[src/rtl/tw_pkg.sv]
package tw_pkg;
  localparam int REG_W = 8;

  // Reset value of register idx.
  function automatic logic [REG_W-1:0] reg_default(input int idx);
    logic [31:0] prod;
    prod = 32'(idx) * 32'd29;
    return prod[REG_W-1:0] ^ 8'hA5;
  endfunction
endpackage

[src/rtl/tw_sync.sv]
module tw_sync #(
  parameter int W = 3,
  parameter int STAGES = 2,
  parameter logic [W-1:0] RST_VAL = '0
) (
  input  logic         clk,
  input  logic         rst_n,
  input  logic [W-1:0] d,
  output logic [W-1:0] q
);
  logic [W-1:0] stage [STAGES];

  always_ff @(posedge clk or negedge rst_n) begin
    if (!rst_n) stage[0] <= RST_VAL;
    else        stage[0] <= d;
  end

  for (genvar s = 1; s < STAGES; s++) begin : g_stage
    always_ff @(posedge clk or negedge rst_n) begin
      if (!rst_n) stage[s] <= RST_VAL;
      else        stage[s] <= stage[s-1];
    end
  end

  assign q = stage[STAGES-1];
endmodule

[src/rtl/tw_frame.sv]
module tw_frame #(
  parameter int AW = 7,
  parameter int DW = 8,
  parameter int NREGS = 18
) (
  input  logic          clk,
  input  logic          rst_n,
  input  logic          cs_s,
  input  logic          sclk_s,
  input  logic          sdi_s,
  output logic [AW-1:0] rd_addr,
  input  logic [DW-1:0] rd_data,
  output logic          sdo,
  output logic          sdo_oe,
  output logic          wr_stb,
  output logic [AW-1:0] wr_addr,
  output logic [DW-1:0] wr_data
);
  localparam int HDR   = 1 + AW;
  localparam int FRAME = HDR + DW;
  localparam int CW    = $clog2(FRAME + 1);
  localparam logic [CW-1:0] C_HDR   = CW'(HDR);
  localparam logic [CW-1:0] C_FRAME = CW'(FRAME);

  logic          cs_q, sclk_q;
  logic [CW-1:0] cnt;
  logic [HDR-1:0] hdr;
  logic [DW-1:0]  dat;
  logic [DW-1:0]  obuf;

  wire cs_rise   = cs_s & ~cs_q;
  wire cs_fall   = ~cs_s & cs_q;
  wire sclk_rise = sclk_s & ~sclk_q;
  wire sclk_fall = ~sclk_s & sclk_q;
  wire is_write  = hdr[HDR-1];
  wire in_range  = 32'(hdr[AW-1:0]) < NREGS;

  assign rd_addr = hdr[AW-1:0];

  always_ff @(posedge clk or negedge rst_n) begin
    if (!rst_n) begin
      cs_q    <= 1'b1;
      sclk_q  <= 1'b0;
      cnt     <= '0;
      hdr     <= '0;
      dat     <= '0;
      obuf    <= '0;
      sdo     <= 1'b0;
      sdo_oe  <= 1'b0;
      wr_stb  <= 1'b0;
      wr_addr <= '0;
      wr_data <= '0;
    end else begin
      cs_q   <= cs_s;
      sclk_q <= sclk_s;
      wr_stb <= 1'b0;
      if (cs_s) begin
        sdo_oe <= 1'b0;
        if (cs_rise && cnt == C_FRAME && is_write && in_range) begin
          wr_stb  <= 1'b1;
          wr_addr <= hdr[AW-1:0];
          wr_data <= dat;
        end
      end else if (cs_fall) begin
        cnt    <= '0;
        sdo_oe <= 1'b0;
      end else begin
        if (sclk_rise && cnt < C_FRAME) begin
          cnt <= cnt + 1'b1;
          if (cnt < C_HDR) hdr <= {hdr[HDR-2:0], sdi_s};
          else             dat <= {dat[DW-2:0], sdi_s};
        end
        if (sclk_fall && !is_write) begin
          if (cnt == C_HDR) begin
            sdo_oe <= 1'b1;
            sdo    <= rd_data[DW-1];
            obuf   <= {rd_data[DW-2:0], 1'b0};
          end else if (cnt > C_HDR && cnt < C_FRAME && sdo_oe) begin
            sdo  <= obuf[DW-1];
            obuf <= {obuf[DW-2:0], 1'b0};
          end
        end
      end
    end
  end
endmodule

[src/rtl/tw_regfile.sv]
module tw_regfile #(
  parameter int AW = 7,
  parameter int DW = 8,
  parameter int NREGS = 18
) (
  input  logic                clk,
  input  logic                rst_n,
  input  logic                we,
  input  logic [AW-1:0]       waddr,
  input  logic [DW-1:0]       wdata,
  input  logic [AW-1:0]       raddr,
  output logic [DW-1:0]       rdata,
  output logic [NREGS*DW-1:0] regs_o
);
  logic [DW-1:0] mem [NREGS];

  for (genvar g = 0; g < NREGS; g++) begin : g_reg
    always_ff @(posedge clk or negedge rst_n) begin
      if (!rst_n)                          mem[g] <= DW'(tw_pkg::reg_default(g));
      else if (we && waddr == AW'(g))      mem[g] <= wdata;
    end
    assign regs_o[g*DW +: DW] = mem[g];
  end

  always_comb begin
    rdata = '0;
    for (int i = 0; i < NREGS; i++)
      if (raddr == AW'(i)) rdata = mem[i];
  end
endmodule

[src/rtl/tw_regbank.sv]
module tw_regbank #(
  parameter int AW = 7,
  parameter int DW = 8,
  parameter int NREGS = 18,
  parameter int SYNC_STAGES = 2
) (
  input  logic                clk,
  input  logic                rst_n,
  input  logic                cs_n,
  input  logic                sclk,
  input  logic                sdio_i,
  output logic                sdio_o,
  output logic                sdio_oe,
  output logic [NREGS*DW-1:0] regs_o,
  output logic                wr_stb,
  output logic [AW-1:0]       wr_addr,
  output logic [DW-1:0]       wr_data
);
  logic [2:0]    pins_s;
  logic          cs_s, sclk_s, sdi_s;
  logic [AW-1:0] rd_addr;
  logic [DW-1:0] rd_data;

  tw_sync #(.W(3), .STAGES(SYNC_STAGES), .RST_VAL(3'b100)) u_sync (
    .clk(clk), .rst_n(rst_n), .d({cs_n, sclk, sdio_i}), .q(pins_s)
  );
  assign cs_s   = pins_s[2];
  assign sclk_s = pins_s[1];
  assign sdi_s  = pins_s[0];

  tw_frame #(.AW(AW), .DW(DW), .NREGS(NREGS)) u_frame (
    .clk(clk), .rst_n(rst_n), .cs_s(cs_s), .sclk_s(sclk_s), .sdi_s(sdi_s),
    .rd_addr(rd_addr), .rd_data(rd_data), .sdo(sdio_o), .sdo_oe(sdio_oe),
    .wr_stb(wr_stb), .wr_addr(wr_addr), .wr_data(wr_data)
  );

  tw_regfile #(.AW(AW), .DW(DW), .NREGS(NREGS)) u_regs (
    .clk(clk), .rst_n(rst_n), .we(wr_stb), .waddr(wr_addr), .wdata(wr_data),
    .raddr(rd_addr), .rdata(rd_data), .regs_o(regs_o)
  );
endmodule

[config.mk]
export PLATFORM = sky130hd
export DESIGN_NAME = tw_regbank
export DESIGN_NICKNAME = d
export VERILOG_FILES = /design/src/rtl/tw_pkg.sv /design/src/rtl/tw_sync.sv /design/src/rtl/tw_frame.sv /design/src/rtl/tw_regfile.sv /design/src/rtl/tw_regbank.sv
export SDC_FILE = /design/constraint.sdc
export NUM_CORES = 1
export LEC_CHECK = 0
export BUFFER_PORTS_ARGS = -buffer_cell sky130_fd_sc_hd__buf_2
export CAP_MARGIN = 20
export CORE_UTILIZATION = 50
export DETAILED_ROUTE_END_ITERATION = 6
export GPL_ROUTABILITY_DRIVEN = 0
export GPL_TIMING_DRIVEN = 0
export PLACE_DENSITY_LB_ADDON = 0.08
export SLEW_MARGIN = 20
export SYNTH_ARGS = -nofsm -noshare
export SYNTH_HDL_FRONTEND = slang
export SYNTH_SLANG_ARGS = --single-unit
[constraint.sdc]
create_clock -name clk -period 2.5 [get_ports clk]
set_input_delay 0.5 -clock clk [delete_from_list [all_inputs] [get_ports clk]]
set_output_delay 0.5 -clock clk [all_outputs]
set_load 0.02 [all_outputs]
==> run summary, run 1 <==
Failing checks - design-rule violations
Crit Reg-Reg Endpoint - u_frame.sdo$_DFFE_PN0P_
Switch share - 0.2829
Gate Count Post-Synth - 744
Syn Std Cell Area - 9265 µm²
Relative slew slack - 0.4491
RSZ-0062 raised after global routing - false
Initial core utilization - 0.5123
Final Hold Viols - 0
Post-DR wirelength/cell - 24.43 µm
Pwr Density - 635.1 nW/µm²
Async SR Flop Fraction - 1.000
CTS clk-pin slew, worst paths - 0.07 ns
YS warnings - 0
Core Rows - 49
Final clock skew - 0.01066 ns
Overflow after GRT - 0
Diodes inserted - 0
Mapped Avg Cell Area - 12.45 µm²
Hold path cells - 1
Endpoints failing setup - 0
Max-slew violation count - 0
Largest net degree at the start of global routing - 91
Post-DP HPWL - 20.93 mm
Port Buf Inserts - 166
Leading cell types in the layout, fill and taps excluded - buf_2, mux2_2, dfrtp_1
CTS root buffer - clkbuf_16
Design area - 11070 µm²
Status - finished with violations
CTS Sinks - 198
Worst reg-to-reg setup slack - 0.08 ns
Post-route DRC - 26
Comb power frac - 0.161
First-pass GRT wire length - 44.51 mm
Synth cell types - 61
Area after DPL - 10450 µm²
H-tree depth - 4
Via density - 6.166
Initial antenna violation count - 0
Post-Syn Nets - 751
Post-synth top flop - dfrtp_1
DRT Wirelength - 28.66 mm
Register area share after synthesis - 0.5450
Core ar. - 18090 µm²
Fillers - 1446
DIE AREA - 19080 µm²
Worst-margin pin slew - 0.8219 ns
Final Cycle Share - 0.9690
Vias post-DR - 7233
Psw - 1.989 mW
Overall Global Routing Usage - 0.3110
Worst Path Required - 2.84 ns
CP max FO - 10
Peak VDD IR - 0.5557 mV
Period minus WS final - 2.423 ns
CTS Buf Count - 17
Worst skew pair latency - 0.43 ns
Initial DRC Count - 773
Most common cell after layout, fill and taps aside - buf_2
Hold path endpoint - u_sync.stage[3]$_DFF_PN0_
Worst Hold Launch - sdio_i
Drt first pass iters - 7
Min-Delay Path Class - input pin to flop
Worst r2r src - u_frame.hdr[3]$_DFFE_PN0P_
Crit. End Element - flop
Critical path origin - u_frame.hdr[3]$_DFFE_PN0P_
LEAKAGE - 5.462 nW
Number of global-route vias before repair - 7230
Internal power - 5.041 mW
Number of routed nets with antenna violations - 0
EDFF count, synth - 0
CP Launch Type - flop
Die height - 138.1 µm
R2R depth - 8
Maximum capacitance violations - 0
Die width - 138.1 µm
CTS tree - built
Crit Path Class - flop to flop
Share of cells above drive strength 1 - 0.5191
Clock share of power - 0.373
Deepest clock path buffer count - 2
Ports - 167
Fin Setup TNS - 0 ns
Flop pwr share - 0.466
Nets@finish - 938
Layout area overhead - 19.46%
Post-CTS Setup Bufs - 0
Seq cells post-synth - 198
Worst Path Arrival - 2.77 ns
Fmax - 412.8 MHz
-- Yosys cell counts, drive strengths merged, types with 3 or more instances --
cell	n	area, µm²
a221oi	6	52.55
a21oi	16	80.08
inv	5	18.77
buf	26	141.4
a22oi	10	75.07
clkbuf	28	106.4
o21bai	3	22.52
nand4	7	43.79
mux2i	10	100.1
dfstp	76	1997
o22ai	5	31.28
mux4	14	315.3
nor2b	11	71.32
o221ai	6	52.55
o21ai	27	135.1
nor3	16	95.09
nand2b	4	25.02
o311ai	5	43.79
dfrtp	122	3053
nor2	28	105.1
or4	3	22.52
mux2	163	1836
a31oi	7	43.79
and2	7	43.80
or3	4	30.03
and3	4	25.02
nand2	81	304.0
o211ai	4	30.03
nand3	10	50.05
-- cell families (layout without fill, tap and decap cells) --
family                     after synthesis  in the layout  share of synthesized area
and+or+nand+nor                        185            185                    0.09723
DFF                                    198            198                     0.5450
muxes                                  187            187                     0.2429
adders and majority gates                2              2                   0.002700
AOI/OAI and AO/OA                      110            110                    0.08103
buffers and inverters                   60            260                    0.02917
xor gates and xnor gates                 2              2                   0.001891
-- state kept, by name, indices dropped and copies added (netlist names) --
signal	flops
u_frame.cnt	5
u_frame.cs_q	1
u_frame.dat	8
u_frame.hdr	8
u_frame.obuf	7
u_frame.sclk_q	1
u_frame.sdo	1
u_frame.sdo_oe	1
u_frame.wr_addr	7
u_frame.wr_data	8
u_frame.wr_stb	1
u_regs.regs_o	144
u_sync.q	3
u_sync.stage	3
-- metal layers --
metal	GRT usage	up-vias	share of wire	wire length, µm
met5	0	-	0	0
met4	0.1159	0	0.028	816
met3	0.05542	53	0.073	2098
met2	0.4922	364	0.47	13490
met1	0.4314	3730	0.43	12260
li1	-	3086	-	-
-- worst max-delay path by stage --
stage                                          to  slack (ns)  depth (start not counted)
finish                    u_frame.sdo$_DFFE_PN0P_        0.08                          8
CTS                       u_frame.sdo$_DFFE_PN0P_        0.02                          7
global placement    u_regs.regs_o[10]$_DFFE_PN0P_       -2.13                          1
global route          u_frame.obuf[2]$_DFFE_PN0P_       0.002                          9
detailed placement    u_frame.obuf[1]$_DFFE_PN0P_       -0.30                          8
floorplan             u_frame.obuf[5]$_DFFE_PN0P_        0.47                          8
-- cell type report --
| type | count | area [µm²] | area share |
|---|---|---|---|
| clock buffers | 25 | 475.5 | 0.04296 |
| multi-input cells | 486 | 3991 | 0.3606 |
| inverters | 6 | 22.52 | 0.002035 |
| repair buffers | 169 | 905.9 | 0.08185 |
| flip-flops and latches | 198 | 5051 | 0.4564 |
| clock inverters | 7 | 72.57 | 0.006557 |
| plain buffers | 53 | 262.8 | 0.02374 |
| well taps | 229 | 286.5 | 0.02589 |
-- power groups by stage --
stage          clock network (mW)  registers, mW  logic, mW
2_1_floorplan                   0           3.32      0.682
3_3_place_gp                    0           3.33       1.05
3_5_place_dp                    0           3.33       1.07
4_1_cts                      2.65           3.27       1.08
5_1_grt                      2.76           3.28       1.21
6_report                     2.62           3.27       1.13
-- worst max-delay path: stages, from the launching register on --
cell      delay, ns
dfrtp_1        0.32
buf_2          0.21
nor2b_2        0.31
and2_2         0.28
buf_2          0.29
a22oi_1        0.14
o221ai_1       0.24
o311ai_0       0.30
a31oi_1        0.25
-- what timing repair did --
item | in CTS | in global routing
cloned | 0 | 0
hold buffers | 1 | 0
gates resized for setup | 7 | 21
endpoints found under the hold margin | 27 | 0
endpoints found under the setup margin | 20 | 21
-- through the flow --
stage / hold slack (ns) / total power, mW / cells / utilization / worst slack [ns]
floorplan: 0.2044 / 4.000 / 744 / - / 0.4677
global placement: 0.3342 / 4.378 / 1139 / 0.5741 / -2.134
detailed placement: 0.3347 / 4.397 / 1141 / 0.5777 / -0.3040
CTS: 0.1595 / 6.998 / 1173 / 0.6093 / 0.02464
global route: 0.1595 / 7.248 / 1173 / 0.6120 / 0.001990
finish: 0.1703 / 7.030 / 1173 / 0.6120 / 0.07742
No activity file was read; power rests on OpenSTA's default activity.
==> run 2, diff against run 1 <==
GPL_ROUTABILITY_DRIVEN = not set   (was 0)
SKIP_CTS_REPAIR_TIMING = 1   (was not set)
SYNTH_HIERARCHICAL = 1   (was not set)
==> run summary, run 2 <==
Relative slew slack - 0.4565 (was 0.4491)
Final Instance Count excl. Fillers - 1225 (was 1173)
CP max FO - 8 (was 10)
Maximum capacitance violations - 0 (unchanged)
Overflow after GRT - 0 (unchanged)
First-pass GRT wire length - 47.75 mm (was 44.51 mm)
Worst skew pair latency - 0.45 ns (was 0.43 ns)
Pwr Density - 714.0 nW/µm² (was 635.1 nW/µm²)
Overall Global Routing Usage - 0.3332 (was 0.3110)
Vias post-DR - 7366 (was 7233)
Most common cell after layout, fill and taps aside - mux2_2 (was buf_2)
Synth Area in Simple Gates - 0.08706 (was 0.09723)
Gate Count Post-Synth - 750 (was 744)
Mapped Avg Cell Area - 12.90 µm² (was 12.45 µm²)
CP Launch Type - flop (unchanged)
Gpl congestion - 0.9795
Critical Path Max Stage Delay - 0.43 ns (was 0.32 ns)
Smallest hold slack - 0.1490 ns (was 0.1703 ns)
Status - finished with violations (unchanged)
Synth Area in Compound Gates - 0.08913 (was 0.08103)
Drt first pass iters - 5 (was 7)
Post-route DRC - 0 (was 26)
Met2 track demand over resource - 0.5245 (was 0.4922)
Comb power frac - 0.276 (was 0.161)
Post-DP HPWL - 23.32 mm (was 20.93 mm)
Synth Area in XOR/XNOR - 0 (was 0.001891)
Async SR Flop Fraction - 1.000 (unchanged)
Diodes inserted - 0 (unchanged)
Largest family of logic cells by synthesized area - multiplexers (unchanged)
Worst Path Required - 2.83 ns (was 2.84 ns)
Largest net degree at the start of global routing - 87 (was 91)
Min-Delay Path Class - input pin to flop (unchanged)
Core ar. - 18830 µm² (was 18090 µm²)
Psw - 2.990 mW (was 1.989 mW)
Syn Std Cell Area - 9672 µm² (was 9265 µm²)
RSZ-0062 raised after global routing - true (was false)
CTS Buf Count - 17 (unchanged)
Slowest CP cell - dfrtp_1 (unchanged)
Internal power - 5.508 mW (was 5.041 mW)
Seq cells post-synth - 198 (unchanged)
Area contributors post-synth - dfrtp_1, mux2_2, dfstp_2 (was dfrtp_1, dfstp_2, mux2_2)
Clock share of power - 0.335 (was 0.373)
Fmax - 383.4 MHz (was 412.8 MHz)
Most frequent cell after synthesis - mux2_2 (unchanged)
Peak VDD IR - 0.5053 mV (was 0.5557 mV)
Final Worst Setup Slack - -0.1081 ns (was 0.07742 ns)
Number of global-route vias before repair - 7339 (was 7230)
Post-Place Cells - 1178 (was 1141)
Final core occ - 0.6320 (was 0.6120)
Initial DRC Count - 667 (was 773)
Core Rows - 50 (was 49)
Switch share - 0.3519 (was 0.2829)
CTS clk-pin slew, worst paths - 0.08 ns (was 0.07 ns)
Final clock skew - 0.01338 ns (was 0.01066 ns)
Crit. End Element - flop (unchanged)
YS warnings - 6 (was 0)
Failing checks - negative setup slack (was design-rule violations)
Worst path cell trace - buf_4 -> or3_4 -> buf_8 -> or3_4 -> o22a_1 -> mux2i_2 -> nor3_2 -> mux2_2 -> mux2_2 (was buf_2 -> nor2b_2 -> and2_2 -> buf_2 -> a22oi_1 -> o221ai_1 -> o311ai_0 -> a31oi_1)
Ports - 167 (unchanged)
DIE AREA - 19900 µm² (was 19080 µm²)
H-tree depth - 4 (unchanged)
CTS tree - built (unchanged)
Adder-Cell Fraction of Synth Area - 0.002587 (was 0.002701)
Register area share after synthesis - 0.5221 (was 0.5450)
Worst Path Arrival - 2.94 ns (was 2.77 ns)
LEAKAGE - 5.858 nW (was 5.462 nW)
Max-slew violation count - 0 (unchanged)
Final Power - 8.497 mW (was 7.030 mW)
Layout area overhead - 23.05% (was 19.46%)
Largest register FFs - 144 (unchanged)
Post-DR wirelength/cell - 26.18 µm (was 24.43 µm)
Mux cell area share after synthesis - 0.2614 (was 0.2429)
Endpoints failing setup - 7 (was 0)
Period minus WS final - 2.608 ns (was 2.423 ns)
Via density - 6.013 (was 6.166)
Post-Syn Nets - 757 (was 751)
Final Cycle Share - 1.043 (was 0.9690)
Leading cell types in the layout, fill and taps excluded - mux2_2, buf_2, dfrtp_1 (was buf_2, mux2_2, dfrtp_1)
EDFF count, synth - 0 (unchanged)
Synth top area share - 0.3157 (was 0.3295)
DRT Wirelength - 32.07 mm (was 28.66 mm)
CTS Sinks - 198 (unchanged)
Area leader, netlist - dfrtp_1 (unchanged)
Number of routed nets with antenna violations - 0 (unchanged)
Final Hold Viols - 0 (unchanged)
Nets@finish - 959 (was 938)
Die height - 141.1 µm (was 138.1 µm)
Initial core utilization - 0.5136 (was 0.5123)
Die width - 141.1 µm (was 138.1 µm)
Flop pwr share - 0.389 (was 0.466)
Synth cell types - 74 (was 61)
CTS root buffer - clkbuf_16 (unchanged)
Fillers - 1521 (was 1446)
Met3 GRT Util - 0.06590 (was 0.05542)
Post-synth top flop - dfrtp_1 (unchanged)
GRT met1 Usage - 0.4581 (was 0.4314)
Port Buf Inserts - 166 (unchanged)
Worst-margin pin slew - 0.8136 ns (was 0.8219 ns)
Gr busiest metal - met2 (unchanged)
Most frequent cells after synthesis - mux2_2, dfrtp_1, dfstp_2 (was mux2_2, dfrtp_1, nand2_1)
Crit Path Class - flop to flop (unchanged)
Initial antenna violation count - 1 (was 0)
Share of cells above drive strength 1 - 0.5959 (was 0.5191)
Deepest clock path buffer count - 2 (unchanged)
-- run 2: changes by cell type after synthesis, moves of 8 or more --
cell,before,now
nand2_1,81,35
buf_1,9,1
mux2i_1,10,25
clkbuf_1,27,19
mux4_2,14,4
mux2_2,163,185
buf_4,4,12
-- run 2: logic make-up (layout without fill, tap and decap cells) --
family,after synthesis,after routing
simple gates,145,145
flops,198,198
compound gates,117,117
buf+inv,67,282
fa+ha+maj,2,2
mux,221,221
-- run 2: worst paths after layout --
kind	from	endpoint	slack, ns	depth (start not counted)
hold / removal	cs_n	u_sync/stage[5]$_DFF_PN1_	0.15	1
setup reg to reg	u_frame/hdr[4]$_DFFE_PN0P_	u_frame/obuf[5]$_DFFE_PN0P_	-0.11	9
setup / recovery	u_frame/hdr[4]$_DFFE_PN0P_	u_frame/obuf[5]$_DFFE_PN0P_	-0.11	9
hold reg to reg	u_sync/stage[4]$_DFF_PN0_	u_sync/q[1]$_DFF_PN0_	0.35	0
max in group asynchronous	rst_n	u_frame/cs_q$_DFF_PN1_	1.16	3
min in group asynchronous	rst_n	u_regs/regs_o[21]$_DFFE_PN0P_	0.55	2
-- run 2: metal layers --
| layer | part of all wire | wire length [µm] |
|---|---|---|
| met5 | 0.00028 | 9 |
| met4 | 0.026 | 835 |
| met3 | 0.076 | 2436 |
| met2 | 0.47 | 15060 |
| met1 | 0.43 | 13730 |
-- run 2: final cells by class --
cell class / instances / area, µm² / area share
plain buffers: 51 / 381.6 / 0.03206
clock buffers: 17 / 425.4 / 0.03574
clock inverters: 15 / 197.7 / 0.01661
inverters: 13 / 52.55 / 0.004415
multi-input cells: 485 / 4433 / 0.3725
flip-flops and latches: 198 / 5052 / 0.4245
well taps: 260 / 325.3 / 0.02733
repair buffers: 186 / 1033 / 0.08684
-- run 2: power by group through the flow --
| stage | Clock (mW) | Sequential (mW) | Combinational, mW |
|---|---|---|---|
| floorplan | 0 | 3.34 | 1.20 |
| global placement | 0 | 3.36 | 1.89 |
| detailed placement | 0 | 3.36 | 1.90 |
| CTS | 2.89 | 3.30 | 1.91 |
| global route | 3.02 | 3.31 | 2.42 |
| finish | 2.85 | 3.30 | 2.35 |
-- run 2: metrics by stage --
| stage | setup TNS (ns) | area, µm² | worst slack (ns) |
|---|---|---|---|
| after floorplan | 0 | 9672 | 0.04240 |
| after detailed placement | -4.749 | 10900 | -0.8430 |
| after CTS | -4.950 | 11520 | -0.8885 |
| after global routing | -0.8270 | 11900 | -0.1665 |
| final | -0.5048 | 11900 | -0.1081 |
| after global placement | -322.29 | 10830 | -2.040 |
-- run 2: critical path: cells and delay by family, from the launching register on --
kind	cells	cell delay, ns
flip-flops	1	0.43
AO/OA/AOI/OAI	1	0.18
buffers and inverters	2	0.33
multiplexers	3	0.74
AND/OR/NAND/NOR	3	0.81
==> run 3, diff against run 2 <==
PLACE_DENSITY = 0.74   (was not set)
PLACE_DENSITY_LB_ADDON = not set   (was 0.08)
SYNTH_HIERARCHICAL = not set   (was 1)
==> run summary, run 3 (synthesis gave the netlist of run 1 again) <==
CTS clk-pin slew, worst paths - 0.07 ns (was 0.08 ns)
Layout area overhead - 19.41% (was 23.05%)
Worst Hold Launch - cs_n (unchanged)
Nets@finish - 938 (was 959)
Gpl congestion - 0.9443 (was 0.9795)
Gr busiest metal - met2 (unchanged)
Overflow after GRT - 0 (unchanged)
Initial antenna violation count - 0 (was 1)
Fillers - 1458 (was 1521)
CTS Buf Count - 17 (unchanged)
Number of global-route vias before repair - 6833 (was 7339)
Drt first pass iters - 7 (was 5)
Port Buf Inserts - 166 (unchanged)
Met2 track demand over resource - 0.4487 (was 0.5245)
Deepest clock path buffer count - 2 (unchanged)
Leading cell types in the layout, fill and taps excluded - buf_2, mux2_2, dfrtp_1 (was mux2_2, buf_2, dfrtp_1)
Critical path origin - u_frame.hdr[0]$_DFFE_PN0P_ (was u_frame/hdr[4]$_DFFE_PN0P_)
Pwr Density - 632.3 nW/µm² (was 714.0 nW/µm²)
Largest net degree at the start of global routing - 93 (was 87)
R2R depth - 8 (was 9)
Worst-margin pin slew - 0.8188 ns (was 0.8136 ns)
Via density - 6.092 (was 6.013)
Initial DRC Count - 664 (was 667)
Most frequent CP cell - buf_4
Largest register FFs - 144 (unchanged)
Worst path cell trace - buf_4 -> buf_4 -> clkbuf_4 -> mux2i_1 -> o22ai_1 -> o21bai_1 -> a31oi_1 -> a221o_1 (was buf_4 -> or3_4 -> buf_8 -> or3_4 -> o22a_1 -> mux2i_2 -> nor3_2 -> mux2_2 -> mux2_2)
Final clock skew - 0.008236 ns (was 0.01338 ns)
GRT met1 Usage - 0.4162 (was 0.4581)
Diodes inserted - 0 (unchanged)
DRT Wirelength - 27.66 mm (was 32.07 mm)
Critical Path Max Stage Delay - 0.45 ns (was 0.43 ns)
Post-route DRC - 20 (was 0)
Met3 GRT Util - 0.06997 (was 0.06590)
Peak VDD IR - 0.4505 mV (was 0.5053 mV)
Slowest CP cell - dfrtp_2 (was dfrtp_1)
Final Hold Viols - 0 (unchanged)
Most common cell after layout, fill and taps aside - buf_2 (was mux2_2)
Post-DP HPWL - 19.96 mm (was 23.32 mm)
Overall Global Routing Usage - 0.2951 (was 0.3332)
H-tree depth - 4 (unchanged)
Crit Path Class - flop to flop (unchanged)
Die width - 138.1 µm (was 141.1 µm)
Top Family by Delay on Critical Path - buffers and inverters (was simple AND/OR/NAND/NOR gates)
Post-DR wirelength/cell - 23.58 µm (was 26.18 µm)
Initial core utilization - 0.5123 (was 0.5136)
Worst skew pair latency - 0.44 ns (was 0.45 ns)
Period minus WS final - 2.344 ns (was 2.608 ns)
Worst r2r src - u_frame.hdr[0]$_DFFE_PN0P_ (was u_frame/hdr[4]$_DFFE_PN0P_)
Core ar. - 18090 µm² (was 18830 µm²)
CP max FO - 10 (was 8)
DIE AREA - 19080 µm² (was 19900 µm²)
Number of routed nets with antenna violations - 0 (unchanged)
Max-slew violation count - 0 (unchanged)
Worst reg-to-reg setup slack - 0.16 ns (was -0.11 ns)
Relative slew slack - 0.4512 (was 0.4565)
Hold path endpoint - u_sync.stage[5]$_DFF_PN1_ (was u_sync/stage[5]$_DFF_PN1_)
Fin Setup TNS - 0 ns (was -0.5048 ns)
Area after DPL - 10450 µm² (was 10900 µm²)
Hold path cells - 1 (unchanged)
RSZ-0062 raised after global routing - false (was true)
Core Rows - 49 (was 50)
Multi-input logic area - 3983 µm² (was 4433 µm²)
Maximum capacitance violations - 0 (unchanged)
Fmax - 426.6 MHz (was 383.4 MHz)
LEAKAGE - 5.451 nW (was 5.858 nW)
Worst Path Arrival - 2.67 ns (was 2.94 ns)
Crit Reg-Reg Endpoint - u_frame.obuf[4]$_DFFE_PN0P_ (was u_frame/obuf[5]$_DFFE_PN0P_)
CP Launch Type - flop (unchanged)
Status - finished with violations (unchanged)
CTS Sinks - 198 (unchanged)
CTS tree - built (unchanged)
First-pass GRT wire length - 41.76 mm (was 47.75 mm)
Min-Delay Path Class - input pin to flop (unchanged)
CTS root buffer - clkbuf_16 (unchanged)
Share of cells above drive strength 1 - 0.5180 (was 0.5959)
Ports - 167 (unchanged)
Worst Path Required - 2.83 ns (about the same)
Buf+Inv Stages, Crit Path - 3 (was 2)
Crit. End Element - flop (unchanged)
Design area - 11060 µm² (was 11900 µm²)
Vias post-DR - 7146 (was 7366)
Final Cycle Share - 0.9377 (was 1.043)
Endpoints failing setup - 0 (was 7)
Failing checks - design-rule violations (was negative setup slack)
Die height - 138.1 µm (was 141.1 µm)
Sequential cell area - 5051 µm² (was 5052 µm²)
==> run 3: cell count changes in the layout (fill, tap and decap cells not counted), moves of 8 or more <==
cell / delta
nor2_1: +10
mux2i_1: -13
o21ai_0: +9
clkbuf_1: +9
buf_1: +8
buf_4: -24
mux2_2: -22
nand2_1: +49
mux4_2: +10
nor3_1: +9
==> run 3: routing by layer <==
metal  wire length, µm  vias up
li1                  -     3089
met1             11790     3636
met2             12700      372
met3              2573       49
met4               586        0
met5                 0        -
==> run 3: final cells by class <==
type | instances | share of cell area
flip-flops and latches | 198 | 0.4566
multi-input cells | 486 | 0.3600
repair buffers | 169 | 0.08188
clock buffers | 19 | 0.04004
well taps | 229 | 0.02590
plain buffers | 53 | 0.02330
clock inverters | 13 | 0.01029
inverters | 6 | 0.002036
==> run 3: stage by stage <==
step / cells / power, mW / util / setup WS [ns] / hold WS [ns]
after global routing: 1173 / 7.219 / 0.6117 / 0.009397 / 0.1516
after detailed placement: 1141 / 4.380 / 0.5777 / -0.2556 / 0.3363
after CTS: 1173 / 6.979 / 0.6084 / -0.2785 / -0.1252
after global placement: 1139 / 4.357 / 0.5741 / -2.274 / 0.3362
final: 1173 / 6.996 / 0.6117 / 0.1558 / 0.1553
after floorplan: 744 / 4.000 / - / 0.4677 / 0.2044
==> run 3: worst max path at each step <==
stage | end | slack [ns] | cells past startpoint
floorplan | u_frame.obuf[5]$_DFFE_PN0P_ | 0.47 | 8
global placement | u_regs.regs_o[21]$_DFFE_PN0P_ | -2.27 | 1
detailed placement | u_frame.obuf[1]$_DFFE_PN0P_ | -0.26 | 8
CTS | u_frame.obuf[1]$_DFFE_PN0P_ | -0.28 | 8
global route | u_frame.sdo$_DFFE_PN0P_ | 0.009 | 9
finish | u_frame.obuf[4]$_DFFE_PN0P_ | 0.16 | 8
==> run 3: worst register-to-register path: cells and delay by family (launching register included) <==
family,cells,cell delay [ns]
buffers and inverters,3,0.82
muxes,1,0.27
DFF,1,0.45
AOI/OAI and AO/OA,4,0.69
==> run 3: power breakdown <==
part	switching, mW	total [mW]	internal, mW
Combinational	0.743	1.10	0.359
Sequential	0.0320	3.27	3.24
Clock	1.29	2.62	1.33
